===== src/rtl/cfg_gate_pkg.sv =====
package cfg_gate_pkg;

    localparam int ERR_W    = 4;
    localparam int ERR_FUSE = 0;
    localparam int ERR_MIX  = 1;
    localparam int ERR_MAC  = 2;
    localparam int ERR_CRC  = 3;

    typedef enum logic [1:0] {
        SS_IDLE  = 2'd0,
        SS_OPEN  = 2'd1,
        SS_ABORT = 2'd2
    } sess_e;

    typedef enum logic [1:0] {
        MODE_NONE  = 2'd0,
        MODE_ENC   = 2'd1,
        MODE_PLAIN = 2'd2
    } mode_e;

    typedef struct packed {
        logic enc;
        logic internal;
        logic mac_ok;
        logic crc_ok;
    } pkt_t;

    typedef struct packed {
        logic             accept;
        logic [ERR_W-1:0] cause;
    } verdict_t;

    function automatic logic [ERR_W-1:0] cause_bit(input int idx);
        logic [ERR_W-1:0] v;
        v = '0;
        v[idx] = 1'b1;
        return v;
    endfunction

    // Rule order fixes the priority: fuse, then mix, then authentication.
    function automatic verdict_t judge(input pkt_t p, input mode_e m,
                                       input logic fuse, input logic plain_good);
        verdict_t r;
        logic     clash;
        clash    = !p.internal && (m != MODE_NONE) && ((m == MODE_ENC) != p.enc);
        r.accept = 1'b0;
        r.cause  = '0;
        if (fuse && !p.enc)             r.cause = cause_bit(ERR_FUSE);
        else if (clash)                 r.cause = cause_bit(ERR_MIX);
        else if (p.enc && !p.mac_ok)    r.cause = cause_bit(ERR_MAC);
        else if (!p.enc && !plain_good) r.cause = cause_bit(ERR_CRC);
        else                            r.accept = 1'b1;
        return r;
    endfunction

endpackage


===== src/rtl/cfg_rule_eval.sv =====
module cfg_rule_eval
    import cfg_gate_pkg::*;
#(
    parameter bit PLAIN_CHECK = 1'b1
) (
    input  pkt_t     pkt,
    input  mode_e    mode,
    input  logic     fuse,
    output verdict_t vd
);
    logic plain_good;

    generate
        if (PLAIN_CHECK) begin : g_crc
            assign plain_good = pkt.crc_ok;
        end else begin : g_nocrc
            logic unused_crc;
            assign unused_crc = pkt.crc_ok;
            assign plain_good = 1'b1;
        end
    endgenerate

    always_comb begin
        vd = judge(pkt, mode, fuse, plain_good);
    end
endmodule


===== src/rtl/cfg_sess_ctrl.sv =====
module cfg_sess_ctrl
    import cfg_gate_pkg::*;
(
    input  logic     clk,
    input  logic     rst,
    input  logic     dev_clear,
    input  logic     sess_start,
    input  logic     take,
    input  pkt_t     pkt,
    input  verdict_t vd,
    output logic     open_o,
    output mode_e    mode_o
);
    sess_e st_q;
    mode_e mode_q;

    always_ff @(posedge clk) begin
        if (rst || dev_clear) begin
            st_q   <= SS_IDLE;
            mode_q <= MODE_NONE;
        end else begin
            if (sess_start)
                st_q <= SS_OPEN;
            else if (take && !vd.accept)
                st_q <= SS_ABORT;
            if (take && vd.accept && !pkt.internal && mode_q == MODE_NONE)
                mode_q <= pkt.enc ? MODE_ENC : MODE_PLAIN;
        end
    end

    assign open_o = (st_q == SS_OPEN);
    assign mode_o = mode_q;

    // a latched mode holds until device clear
    assert_mode_held_R4: assert property (@(posedge clk) disable iff (rst)
        (mode_q != MODE_NONE) && !dev_clear |=> mode_q == $past(mode_q));

    // internal packets never latch the mode
    assert_internal_no_latch_R5: assert property (@(posedge clk) disable iff (rst)
        (mode_q == MODE_NONE) && take && pkt.internal && !dev_clear |=> mode_q == MODE_NONE);
endmodule


===== src/rtl/cfg_lock_status.sv =====
module cfg_lock_status
    import cfg_gate_pkg::*;
(
    input  logic             clk,
    input  logic             rst,
    input  logic             dev_clear,
    input  logic             take,
    input  pkt_t             pkt,
    input  verdict_t         vd,
    output logic             dec_valid_o,
    output logic             dec_accept_o,
    output logic             lock_o,
    output logic [ERR_W-1:0] err_o
);
    logic             dv_q, da_q, lock_q;
    logic [ERR_W-1:0] err_q;

    always_ff @(posedge clk) begin
        if (rst || dev_clear) begin
            dv_q   <= 1'b0;
            da_q   <= 1'b0;
            lock_q <= 1'b0;
            err_q  <= '0;
        end else begin
            dv_q <= take;
            da_q <= take && vd.accept;
            if (take)
                err_q <= err_q | vd.cause;
            if (take && vd.accept && pkt.enc)
                lock_q <= 1'b1;
        end
    end

    assign dec_valid_o  = dv_q;
    assign dec_accept_o = da_q;
    assign lock_o       = lock_q;
    assign err_o        = err_q;

    // readback lock is held until device clear
    assert_lock_held_R10: assert property (@(posedge clk) disable iff (rst)
        lock_q && !dev_clear |=> lock_q);

    // error causes never drop without device clear
    assert_err_sticky_R11: assert property (@(posedge clk) disable iff (rst)
        !dev_clear |=> ((err_q & $past(err_q)) == $past(err_q)));
endmodule


===== src/rtl/cfg_load_gate.sv =====
module cfg_load_gate
    import cfg_gate_pkg::*;
#(
    parameter bit PLAIN_CHECK = 1'b1
) (
    input  logic             clk,
    input  logic             rst,
    input  logic             dev_clear,
    input  logic             sess_start,
    input  logic             fuse_secure_only,
    input  logic             pkt_valid,
    output logic             pkt_ready,
    input  logic             pkt_enc,
    input  logic             pkt_internal,
    input  logic             pkt_mac_ok,
    input  logic             pkt_crc_ok,
    output logic             dec_valid,
    output logic             dec_accept,
    output logic             rdbk_en,
    output logic [ERR_W-1:0] err_status
);
    pkt_t     pkt;
    mode_e    mode;
    verdict_t vd;
    logic     sess_open, take, lock;

    assign pkt.enc      = pkt_enc;
    assign pkt.internal = pkt_internal;
    assign pkt.mac_ok   = pkt_mac_ok;
    assign pkt.crc_ok   = pkt_crc_ok;

    assign pkt_ready = sess_open;
    assign take      = pkt_valid && sess_open;

    cfg_rule_eval #(.PLAIN_CHECK(PLAIN_CHECK)) u_rules (
        .pkt  (pkt),
        .mode (mode),
        .fuse (fuse_secure_only),
        .vd   (vd)
    );

    cfg_sess_ctrl u_sess (
        .clk        (clk),
        .rst        (rst),
        .dev_clear  (dev_clear),
        .sess_start (sess_start),
        .take       (take),
        .pkt        (pkt),
        .vd         (vd),
        .open_o     (sess_open),
        .mode_o     (mode)
    );

    cfg_lock_status u_stat (
        .clk          (clk),
        .rst          (rst),
        .dev_clear    (dev_clear),
        .take         (take),
        .pkt          (pkt),
        .vd           (vd),
        .dec_valid_o  (dec_valid),
        .dec_accept_o (dec_accept),
        .lock_o       (lock),
        .err_o        (err_status)
    );

    assign rdbk_en = !lock;

    // a verdict appears only for the handshake one cycle earlier
    assert_dec_follows_take_R2: assert property (@(posedge clk) disable iff (rst)
        !dev_clear |=> dec_valid == $past(pkt_valid && pkt_ready));

    // plain packets under the fuse are refused
    assert_fuse_rejects_R3: assert property (@(posedge clk) disable iff (rst)
        take && fuse_secure_only && !pkt_enc && !dev_clear |=> dec_valid && !dec_accept);

    // an encrypted packet without a MAC match is refused
    assert_mac_required_R6: assert property (@(posedge clk) disable iff (rst)
        take && pkt_enc && !pkt_mac_ok && !dev_clear |=> !dec_accept);

    // each refusal names exactly one cause
    assert_one_cause_R8: assert property (@(posedge clk) disable iff (rst)
        take |-> ($countones(vd.cause) == (vd.accept ? 0 : 1)));

    // a refusal closes the port
    assert_abort_closes_R9: assert property (@(posedge clk) disable iff (rst)
        take && !vd.accept && !sess_start && !dev_clear |=> !pkt_ready);

    // an accepted encrypted packet locks readback
    assert_enc_locks_R10: assert property (@(posedge clk) disable iff (rst)
        take && pkt_enc && vd.accept && !dev_clear |=> !rdbk_en);
endmodule


===== config.mk =====
export PLATFORM = sky130hd
export DESIGN_NAME = cfg_load_gate
export DESIGN_NICKNAME = d
export VERILOG_FILES = /design/src/rtl/cfg_gate_pkg.sv /design/src/rtl/cfg_rule_eval.sv /design/src/rtl/cfg_sess_ctrl.sv /design/src/rtl/cfg_lock_status.sv /design/src/rtl/cfg_load_gate.sv
export SDC_FILE = /design/constraint.sdc
export NUM_CORES = 1
export LEC_CHECK = 0
export ABC_AREA = 1
export CAP_MARGIN = 20
export CELL_PAD_IN_SITES_DETAIL_PLACEMENT = 1
export CELL_PAD_IN_SITES_GLOBAL_PLACEMENT = 1
export CORE_ASPECT_RATIO = 1.2
export CORE_UTILIZATION = 28
export CTS_CLUSTER_DIAMETER = 120
export DETAILED_ROUTE_END_ITERATION = 12
export GPL_ROUTABILITY_DRIVEN = 0
export HOLD_SLACK_MARGIN = 0.05
export PLACE_DENSITY_LB_ADDON = 0.12
export RECOVER_POWER = 50
export SLEW_MARGIN = 10
export SYNTH_ARGS = -nofsm -noshare
export SYNTH_HDL_FRONTEND = slang
export SYNTH_SLANG_ARGS = --single-unit

===== constraint.sdc =====
create_clock -name clk -period 1.2 [get_ports clk]
set_input_delay 0.24 -clock clk [delete_from_list [all_inputs] [get_ports clk]]
set_output_delay 0.24 -clock clk [all_outputs]
set_load 0.005 [all_outputs]

# After elaboration in Yosys (flattened, before gate mapping)
# Index checks and enable logic that the tools add are counted.
dict set report classes {
  eq_ne 3
  mux 11
  bitwise_logic 1
  n_reduce_logical 22
}
# cell count
set ops {}
lappend ops {{2-to-1 mux 4 bit} 4}
lappend ops {{logical AND 1 bit} 11}
lappend ops {{logical NOT 1 bit} 6}
lappend ops {{2-to-1 mux 1 bit} 6}
lappend ops {{== test 2 x 1 -> 1 bit, second input constant} 2}
lappend ops {{bitwise OR 4 bit} 1}
lappend ops {{nonzero test 2 bit} 2}
lappend ops {{logical NOT 2 bit} 1}
lappend ops {{2-to-1 mux 2 bit} 1}
lappend ops {{OR reduction 2 bit} 1}
lappend ops {{logical OR 1 bit} 1}
lappend ops {{!= test 1 bit} 1}
dict set report word_totals {
  reg_bits 11
  output_inout_bits 8
}

# Depth between registers and ports, before layout
# Gate-level depths: netlist (run 1).
dict set report depth {
  ltp_word 10
  depth_mapped 8
  depth_no_buf 8
}

# Hierarchy
# From an unflattened synthesis (run 1), not the netlist that was laid out.
dict set report hier_totals {
  hier_cells 73
  hier_area_um2 491.7
}
# module n_inst cells_per_inst area_each_um2 seq_area_each_um2
set by_module_without_submodules {}
lappend by_module_without_submodules {cfg_lock_status 1 26 220.2 140.1}
lappend by_module_without_submodules {cfg_sess_ctrl 1 24 173.9 80.1}
lappend by_module_without_submodules {cfg_rule_eval 1 20 86.3 0.0}
lappend by_module_without_submodules {cfg_load_gate 1 3 11.3 0.0}

# Least setup slack after synthesis (run 1)
# No wires, ideal clock.
dict set report synth_path {
  path_kind {register to register}
  from {reg u_sess.mode_q[1] (netlist: u_sess.mode_o[1])}
  to {reg u_sess.st_q[0]}
  setup_ns 0.120
  arrival_time_ns 0.888
  required_time_ns 1.080
  path_slack_ns 0.192
  stages_incl_launch_ff 8
  synth_period_minus_slack_ns 1.008
  cell_sequence {dfxtp_1 > nor2_1 > nor2_1 > nand2_4 > nand2_4 > nand2_2 > nand2_2 > a21oi_2}
}
dict set report synth_between {
  elab_chain_cells 8
}
# item line_no
set synth_rtl {}
lappend synth_rtl {{start: declaration} cfg_sess_ctrl.sv:15} ;# mode_e mode_q;
lappend synth_rtl {{start signal: assignment} cfg_sess_ctrl.sv:27} ;# mode_q <= pkt.enc ? MODE_ENC : MODE_PLAIN;
lappend synth_rtl {{== test 2 x 1 -> 1 bit or nonzero test 2 bit (tied branches)} cfg_gate_pkg.sv:45} ;# clash = !p.internal && (m != MODE_NONE) && ((m == MODE_ENC) != p.enc);
lappend synth_rtl {{!= test 1 bit or logical AND 1 bit (tied branches)} cfg_gate_pkg.sv:45}
lappend synth_rtl {{logical AND 1 bit (*)} cfg_gate_pkg.sv:45}
lappend synth_rtl {{2-to-1 mux 1 bit (*)} cfg_gate_pkg.sv:49} ;# else if (clash) r.cause = cause_bit(ERR_MIX);
lappend synth_rtl {{2-to-1 mux 1 bit (*)} cfg_gate_pkg.sv:48} ;# if (fuse && !p.enc) r.cause = cause_bit(ERR_FUSE);
lappend synth_rtl {{logical NOT 1 bit (*)} cfg_sess_ctrl.sv:24} ;# else if (take && !vd.accept)
lappend synth_rtl {{logical AND 1 bit (*)} cfg_sess_ctrl.sv:24}
lappend synth_rtl {{nonzero test 2 bit (no line) (*)} -}
lappend synth_rtl {{end signal: assignment} cfg_sess_ctrl.sv:19} ;# st_q <= SS_IDLE;
lappend synth_rtl {{end signal: assignment} cfg_sess_ctrl.sv:23} ;# st_q <= SS_OPEN;
lappend synth_rtl {{end signal: assignment} cfg_sess_ctrl.sv:25} ;# st_q <= SS_ABORT;
lappend synth_rtl {{end: declaration} cfg_sess_ctrl.sv:14} ;# sess_e st_q;
# Mark *: on every way between the ends. The rest lies on a longest branch, timed or not.
# A chain may end at the register's enable or synchronous reset.

# Worst setup path after layout (run 1)
dict set report layout_path {
  from {reg u_stat.lock_q (netlist: u_stat.lock_o)}
  to {out rdbk_en}
}
dict set report layout_between {
  elab_chain_cells 1
}
# item line_no
set layout_rtl {}
lappend layout_rtl {{start: declaration} cfg_lock_status.sv:15} ;# logic dv_q, da_q, lock_q;
lappend layout_rtl {{start signal: assignment} cfg_lock_status.sv:22} ;# lock_q <= 1'b0;
lappend layout_rtl {{start signal: assignment} cfg_lock_status.sv:30} ;# lock_q <= 1'b1;
lappend layout_rtl {{logical NOT 1 bit} cfg_load_gate.sv:67} ;# assign rdbk_en = !lock;
lappend layout_rtl {{end: declaration} cfg_load_gate.sv:19} ;# output logic rdbk_en,
# No other way between the ends.

==> impl_metrics.py, run 1 <==
metrics = {
    "status": {
        "outcome": "finished clean",
    },
    "grt": {
        "grt.overflow.total": 0,
        "grt_first_pass_wirelength_mm": 1.67,
        "antenna_found_initial": 0,
        "grt_pass1_vias": 423,
        "grt_max_degree": 8,
        "grtUsageTotal_pct": 14.1,
    },
    "route": {
        "drt-pass1-iter-count": 1,
        "wl_mm": 1.11,
        "route.vias.total": 505,
        "wl_per_cell_um": 9.88,
        "drcViolationCount": 0,
        "routed_via_density": 4.51,
        "drt_iter0_markers": 0,
        "ant_nets": 0,
    },
    "placement": {
        "io_buffers": 17,
        "placed_cells": 108,
        "dpl.hpwl_um": 891,
    },
    "worst_setup_path": {
        "path_class": "flip-flop to primary output",
        "required_ps": 960,
        "path_max_fanout": 2,
        "cp.arrival_ps": 870,
        "end_kind": "primary output",
        "start_kind": "flip-flop",
    },
    "timing": {
        "clock_skew_ps": 4.76,
        "fin_crit_ps": 1110,
        "max_freq_mhz": 899,
        "timing.setup.tns_ps": 0,
        "hold_violations": 0,
        "rsz0062_at_grt": "no",
        "relSlewSlack_pct": 82.8,
        "maxSlewViolCount": 0,
        "setup_violations": 0,
        "tightest_slew_ps": 256,
        "period_share_pct": 92.7,
    },
    "clock_network": {
        "clk_latency_ps": 270,
        "cts_num_sinks": 11,
        "cts_buffers": 3,
        "root_buffer": "clkbuf_4",
        "cts_tree": "yes",
        "path_clk_slew_ps": 70,
        "post_cts_buffers": 0,
        "cts_max_level": 1,
        "clockBufferDepth": 2,
    },
    "synthesis": {
        "synth_area_leaders": "dfxtp_1 (45%), inv_1 (9.3%), nor2_1 (6.9%)",
        "avgSynthCellArea_um2": 7.60,
        "netlist_area_um2": 487,
        "ys_ff_latch": 11,
        "synth.most_common_cell": "inv_1",
        "synth.largest_area_cell": "dfxtp_1",
        "synth_top_area_share_pct": 45.2,
        "synth_nets": 74,
        "yosysSeqAreaShare_pct": 45.2,
        "ys.flop_type": "dfxtp_1",
        "synth.distinct_cells": 15,
        "synth_common_cells": "inv_1 (12), dfxtp_1 (11), nor2_1 (9), nand2_1 (8), a21oi_1 (6)",
        "synth_edf_count": 0,
        "async_flop_share_pct": 0,
        "yosysWarningCount": 0,
        "syn_inst": 64,
    },
    "die": {
        "start_util_pct": 30.0,
        "fp.coreArea_um2": 1620,
        "die_height_um": 47.7,
        "row_count": 16,
        "dieWidth_um": 40.1,
        "num_io_pins": 18,
        "die_area_um2": 1910,
    },
    "power_and_ir_drop": {
        "power.leakage_nw": 0.360,
        "power.total_uw": 727,
        "peakVddDrop_mv": 0.652,
        "p_per_area_nw_per_um2": 953,
    },
    "cells_and_area": {
        "multi_input_area_um2": 223,
        "fill_cells": 216,
        "regArea_um2": 220,
        "area_delta_synth_final_pct": 56.8,
        "n_antenna_cell": 0,
        "finalNonFillerCells": 112,
        "drive_gt1_share_pct": 26.6,
        "fin_nets": 105,
    },
    "min_path": {
        "hp-class": "flip-flop to flip-flop",
    },
    "run": {
        "cap_violations": 0,
    },
}
registers in the layout (all words and copies together) (netlist names):
register and cells:
u_stat.dec_valid_o 1, u_stat.dec_accept_o 1, u_sess.st_q 2, u_stat.err_o 4, u_sess.mode_o 2, u_stat.lock_o 1
placed cells by master (no fill, tap or decap), drive strengths merged, types with 5 or more instances in the layout:
| cell type | n |
|---|---|
| a21oi | 7 |
| buf | 9 |
| clkbuf | 5 |
| clkdlybuf4s50 | 8 |
| dfxtp | 11 |
| dlygate4sd2 | 8 |
| inv | 13 |
| nand2 | 15 |
| nor2 | 11 |
path summary, 6_finish.rpt:
path                                                     from                            to  slack [ps]  depth (start not counted)
worst max-delay path               u_stat.lock_o$_SDFFE_PP0P_                       rdbk_en          90                          2
worst min-delay path             u_stat.err_o[3]$_SDFFE_PP0P_  u_stat.err_o[3]$_SDFFE_PP0P_         450                          2
worst max register to register  u_sess.mode_o[1]$_SDFFE_PP0P_   u_sess.st_q[0]$_SDFFE_PP0P_         110                          7
worst min register to register   u_stat.err_o[3]$_SDFFE_PP0P_  u_stat.err_o[3]$_SDFFE_PP0P_         450                          2
per-layer routing:
layer  wire length, um  up-vias  part of all wire (%)  global-route usage, %
li1                  -      257                     -                      -
met3                56        5                   5.1                   4.19
met5                 0        -                     0                      0
met4                48        0                   4.3                   14.5
met1               456      229                    41                   13.9
met2               545       14                    49                   22.6
final cells by class:
| type | instances | share of cell area [%] |
|---|---|---|
| inverter | 13 | 6.39 |
| timing repair buffer | 26 | 29.2 |
| multi-input combinational | 40 | 29.2 |
| tap | 18 | 2.95 |
| clock buffer | 4 | 3.44 |
| sequential | 11 | 28.9 |
power by group:
part | total, mW | switching, mW | internal (mW)
clock network | 0.256 | 0.127 | 0.129
logic | 0.102 | 0.0464 | 0.0554
registers | 0.369 | 0.00130 | 0.368
total | 0.727 | 0.175 | 0.552
worst max-delay path, stage by stage (launching register included):
cell and delay [ps]:
dfxtp_1 310, inv_1 40, dlygate4sd2_1 250
kinds of logic (layout without fill, tap and decap cells):
| family | count (synthesis) | count (layout) | share of synthesized area, % |
|---|---|---|---|
| AO/OA/AOI/OAI | 10 | 10 | 11.3 |
| buffers and inverters | 13 | 43 | 10.0 |
| flip-flops | 11 | 11 | 45.2 |
| AND/OR/NAND/NOR | 30 | 30 | 33.4 |
what timing repair did:
action | in CTS | in global routing
pin swaps | 0 | 0
hold buffers | 0 | 0
resized for setup | 10 | 4
setup endpoints to repair | 13 | 4
metrics by stage:
step / area, um^2 / setup WS (ps) / util, % / hold WS [ps]
6_report: 763 / 87.9 / 47.1 / 452
3_5_place_dp: 747 / -340 / 46.1 / 451
2_1_floorplan: 487 / 192 / - / 359
5_1_grt: 763 / 20.9 / 47.1 / 476
3_3_place_gp: 747 / -363 / 46.1 / 441
4_1_cts: 763 / 2.79 / 47.1 / 459
(Power assumes the default switching activity.)
==> run 2: changes to the inputs <==
Settings changed: SYNTH_HIERARCHICAL set to 1.
==> run 2 against run 1 <==
Worst hold slack better by 4.2 ps. Register-to-register slack got worse by 96 ps. Maximum frequency decreased by 6.3%. Non-clock buffer count grew 10. Power grew 5.6%. Final area up 14%. Wire length rose by 28%. Critical endpoint is now u_stat/dec_accept_o$_SDFF_PP0_. Largest power group unchanged. Highest routed layer unchanged.
==> impl_metrics.py, run 2 <==
metrics = {
    "run": {
        "cap_violations": 0,
    },
    "timing": {
        "max_freq_mhz": 843,
        "timing.setup.tns_ps": 0,
        "maxSlewViolCount": 0,
        "whs_ps": 457,
        "tightest_slew_ps": 178,
        "fin_crit_ps": 1190,
        "relSlewSlack_pct": 88.1,
        "layout_setup_ws_ps": 13.7,
        "clock_skew_ps": 0.896,
        "period_share_pct": 98.9,
        "setup_violations": 0,
        "hold_violations": 0,
        "rsz0062_at_grt": "yes",
    },
    "grt": {
        "grt-busiest-layer": "met2",
        "grt_use_met3_pct": 2.79,
        "grt.overflow.total": 0,
        "antenna_found_initial": 0,
        "grt_pass1_vias": 587,
        "grt_max_degree": 7,
        "grtUsageTotal_pct": 16.9,
        "met2_usage_pct": 31.3,
        "grtUsageMet1_pct": 17.2,
        "grt_first_pass_wirelength_mm": 2.15,
    },
    "synthesis": {
        "yosysSeqAreaShare_pct": 44.8,
        "netlist_area_um2": 492,
        "synth.most_common_cell": "nor2_1",
        "synth.distinct_cells": 11,
        "ys_ff_latch": 11,
        "synth_xor_xnor_area_share_pct": 0,
        "synth.largest_area_cell": "dfxtp_1",
        "synth_nets": 83,
        "synth_top_area_share_pct": 44.8,
        "async_flop_share_pct": 0,
        "synth_fa_ha_area_share_pct": 0,
        "synth_area_leaders": "dfxtp_1 (45%), nor2_1 (14%), inv_1 (11%)",
        "yosysWarningCount": 6,
        "synth-simple-area-share_pct": 35.1,
        "ys.flop_type": "dfxtp_1",
        "synth_edf_count": 0,
        "synth_top_family_by_area": "simple AND/OR/NAND/NOR gates",
        "syn_inst": 73,
        "synth_compound_area_share_pct": 7.12,
        "avgSynthCellArea_um2": 6.74,
        "synth_common_cells": "nor2_1 (18), inv_1 (15), dfxtp_1 (11), nand2_1 (10), a21oi_1 (7)",
        "synthMuxAreaShare_pct": 0,
    },
    "die": {
        "fp.coreArea_um2": 1640,
        "num_io_pins": 18,
        "dieWidth_um": 40.3,
        "start_util_pct": 30.0,
        "die_area_um2": 1930,
        "row_count": 16,
        "die_height_um": 47.9,
    },
    "placement": {
        "dpl.hpwl_mm": 1.08,
        "io_buffers": 17,
        "dp_slack_ps": -592,
    },
    "clock_network": {
        "cts_max_level": 1,
        "cts_tree": "yes",
        "hold_buffers": 0,
        "cts_num_sinks": 11,
        "cts_buffers": 3,
        "clk_latency_ps": 270,
        "path_clk_slew_ps": 70,
        "root_buffer": "clkbuf_4",
        "clockBufferDepth": 2,
    },
    "cells_and_area": {
        "layout_common_cells": "buf_4 (18), nor2_1 (14), inv_1 (13)",
        "fin_nets": 124,
        "layout_commonest_cell": "buf_4",
        "drive_gt1_share_pct": 38.9,
        "area_delta_synth_final_pct": 76.3,
        "fill_cells": 229,
        "n_antenna_cell": 0,
        "multi_input_area_um2": 246,
        "regArea_um2": 221,
        "largest_reg_flops": 4,
    },
    "worst_setup_path": {
        "path_max_fanout": 4,
        "path_class": "flip-flop to flip-flop",
        "required_ps": 1370,
        "end_kind": "flip-flop",
        "start_kind": "flip-flop",
        "cp.arrival_ps": 1360,
    },
    "min_path": {
        "hp-class": "flip-flop to flip-flop",
    },
    "route": {
        "routed_via_density": 4.35,
        "ant_nets": 0,
        "drcViolationCount": 0,
        "drt_iter0_markers": 3,
        "wl_mm": 1.42,
        "wl_per_cell_um": 10.8,
        "drt-pass1-iter-count": 4,
        "route.vias.total": 570,
    },
    "power_and_ir_drop": {
        "p_per_area_nw_per_um2": 886,
        "peakVddDrop_mv": 0.491,
        "power.leakage_nw": 0.435,
    },
    "status": {
        "outcome": "finished clean",
    },
}
==> run 2: changes by cell type after synthesis, moves of 2 or more <==
cell,previous run,this run
inv_1,12,15
nor2_2,0,2
nand2_2,5,1
nand3_1,2,4
nor3_2,0,2
nand2_1,8,10
nor2_1,9,18
nand2_4,2,0
nand4_1,2,0
nor2_4,2,0
==> run 2: timing repair <==
item | CTS | global route
endpoints found under the setup margin | 17 | 8
buffers inserted | 5 | 1
pin swaps | 8 | 5
resized for setup | 25 | 7
endpoints found under the hold margin | 0 | 0
==> run 2: per-layer routing <==
metal  vias up  wire length, um
li1        296                -
met1       259              571
met2        13              785
met3         2               47
met4         0               14
met5         -                0
==> run 2: worst paths after layout <==
path                                 startpoint                             end  slack, ps  cells after the start
setup / recovery  u_sess/mode_o[1]$_SDFFE_PP0P_  u_stat/dec_accept_o$_SDFF_PP0_         10                      9
hold / removal       u_stat/lock_o$_SDFFE_PP0P_      u_stat/lock_o$_SDFFE_PP0P_        460                      2
setup reg to reg  u_sess/mode_o[1]$_SDFFE_PP0P_  u_stat/dec_accept_o$_SDFF_PP0_         10                      9
hold reg to reg      u_stat/lock_o$_SDFFE_PP0P_      u_stat/lock_o$_SDFFE_PP0P_        460                      2
==> run 2: layout make-up <==
type / count / share of cell area, %
tap: 18 / 2.60
multi-input combinational: 45 / 28.4
inverter: 17 / 7.36
clock buffer: 4 / 3.03
sequential: 11 / 25.5
timing repair buffer: 36 / 33.0
==> run 2: logic make-up (layout without fill, tap and decap cells) <==
group / count (synthesis) / after routing
DFF: 11 / 11
buffers and inverters: 17 / 57
AOI/OAI and AO/OA: 7 / 7
and+or+nand+nor: 38 / 38
==> run 2: worst max-delay path, cell delays in order (launching register included) <==
cell,delay [ps]
dfxtp_2,330
inv_2,50
nand2_1,60
nand2_2,60
nor2_2,160
nor2_4,80
buf_4,130
buf_4,120
nand2_1,60
nor2_1,40
==> run 2: through the flow <==
step	cell area, um^2	power, mW	utilization, %	std cells
6_report	867	0.768	52.8	131
5_1_grt	867	0.812	52.8	131
4_1_cts	861	0.778	52.4	130
3_5_place_dp	786	0.501	47.9	121
3_3_place_gp	786	0.498	47.9	121
2_1_floorplan	495	0.420	-	73
==> run 2: power breakdown <==
group	internal (mW)	switching, mW	total [mW]
registers	0.368	0.00104	0.369
logic	0.0796	0.0657	0.145
clock network	0.129	0.125	0.254
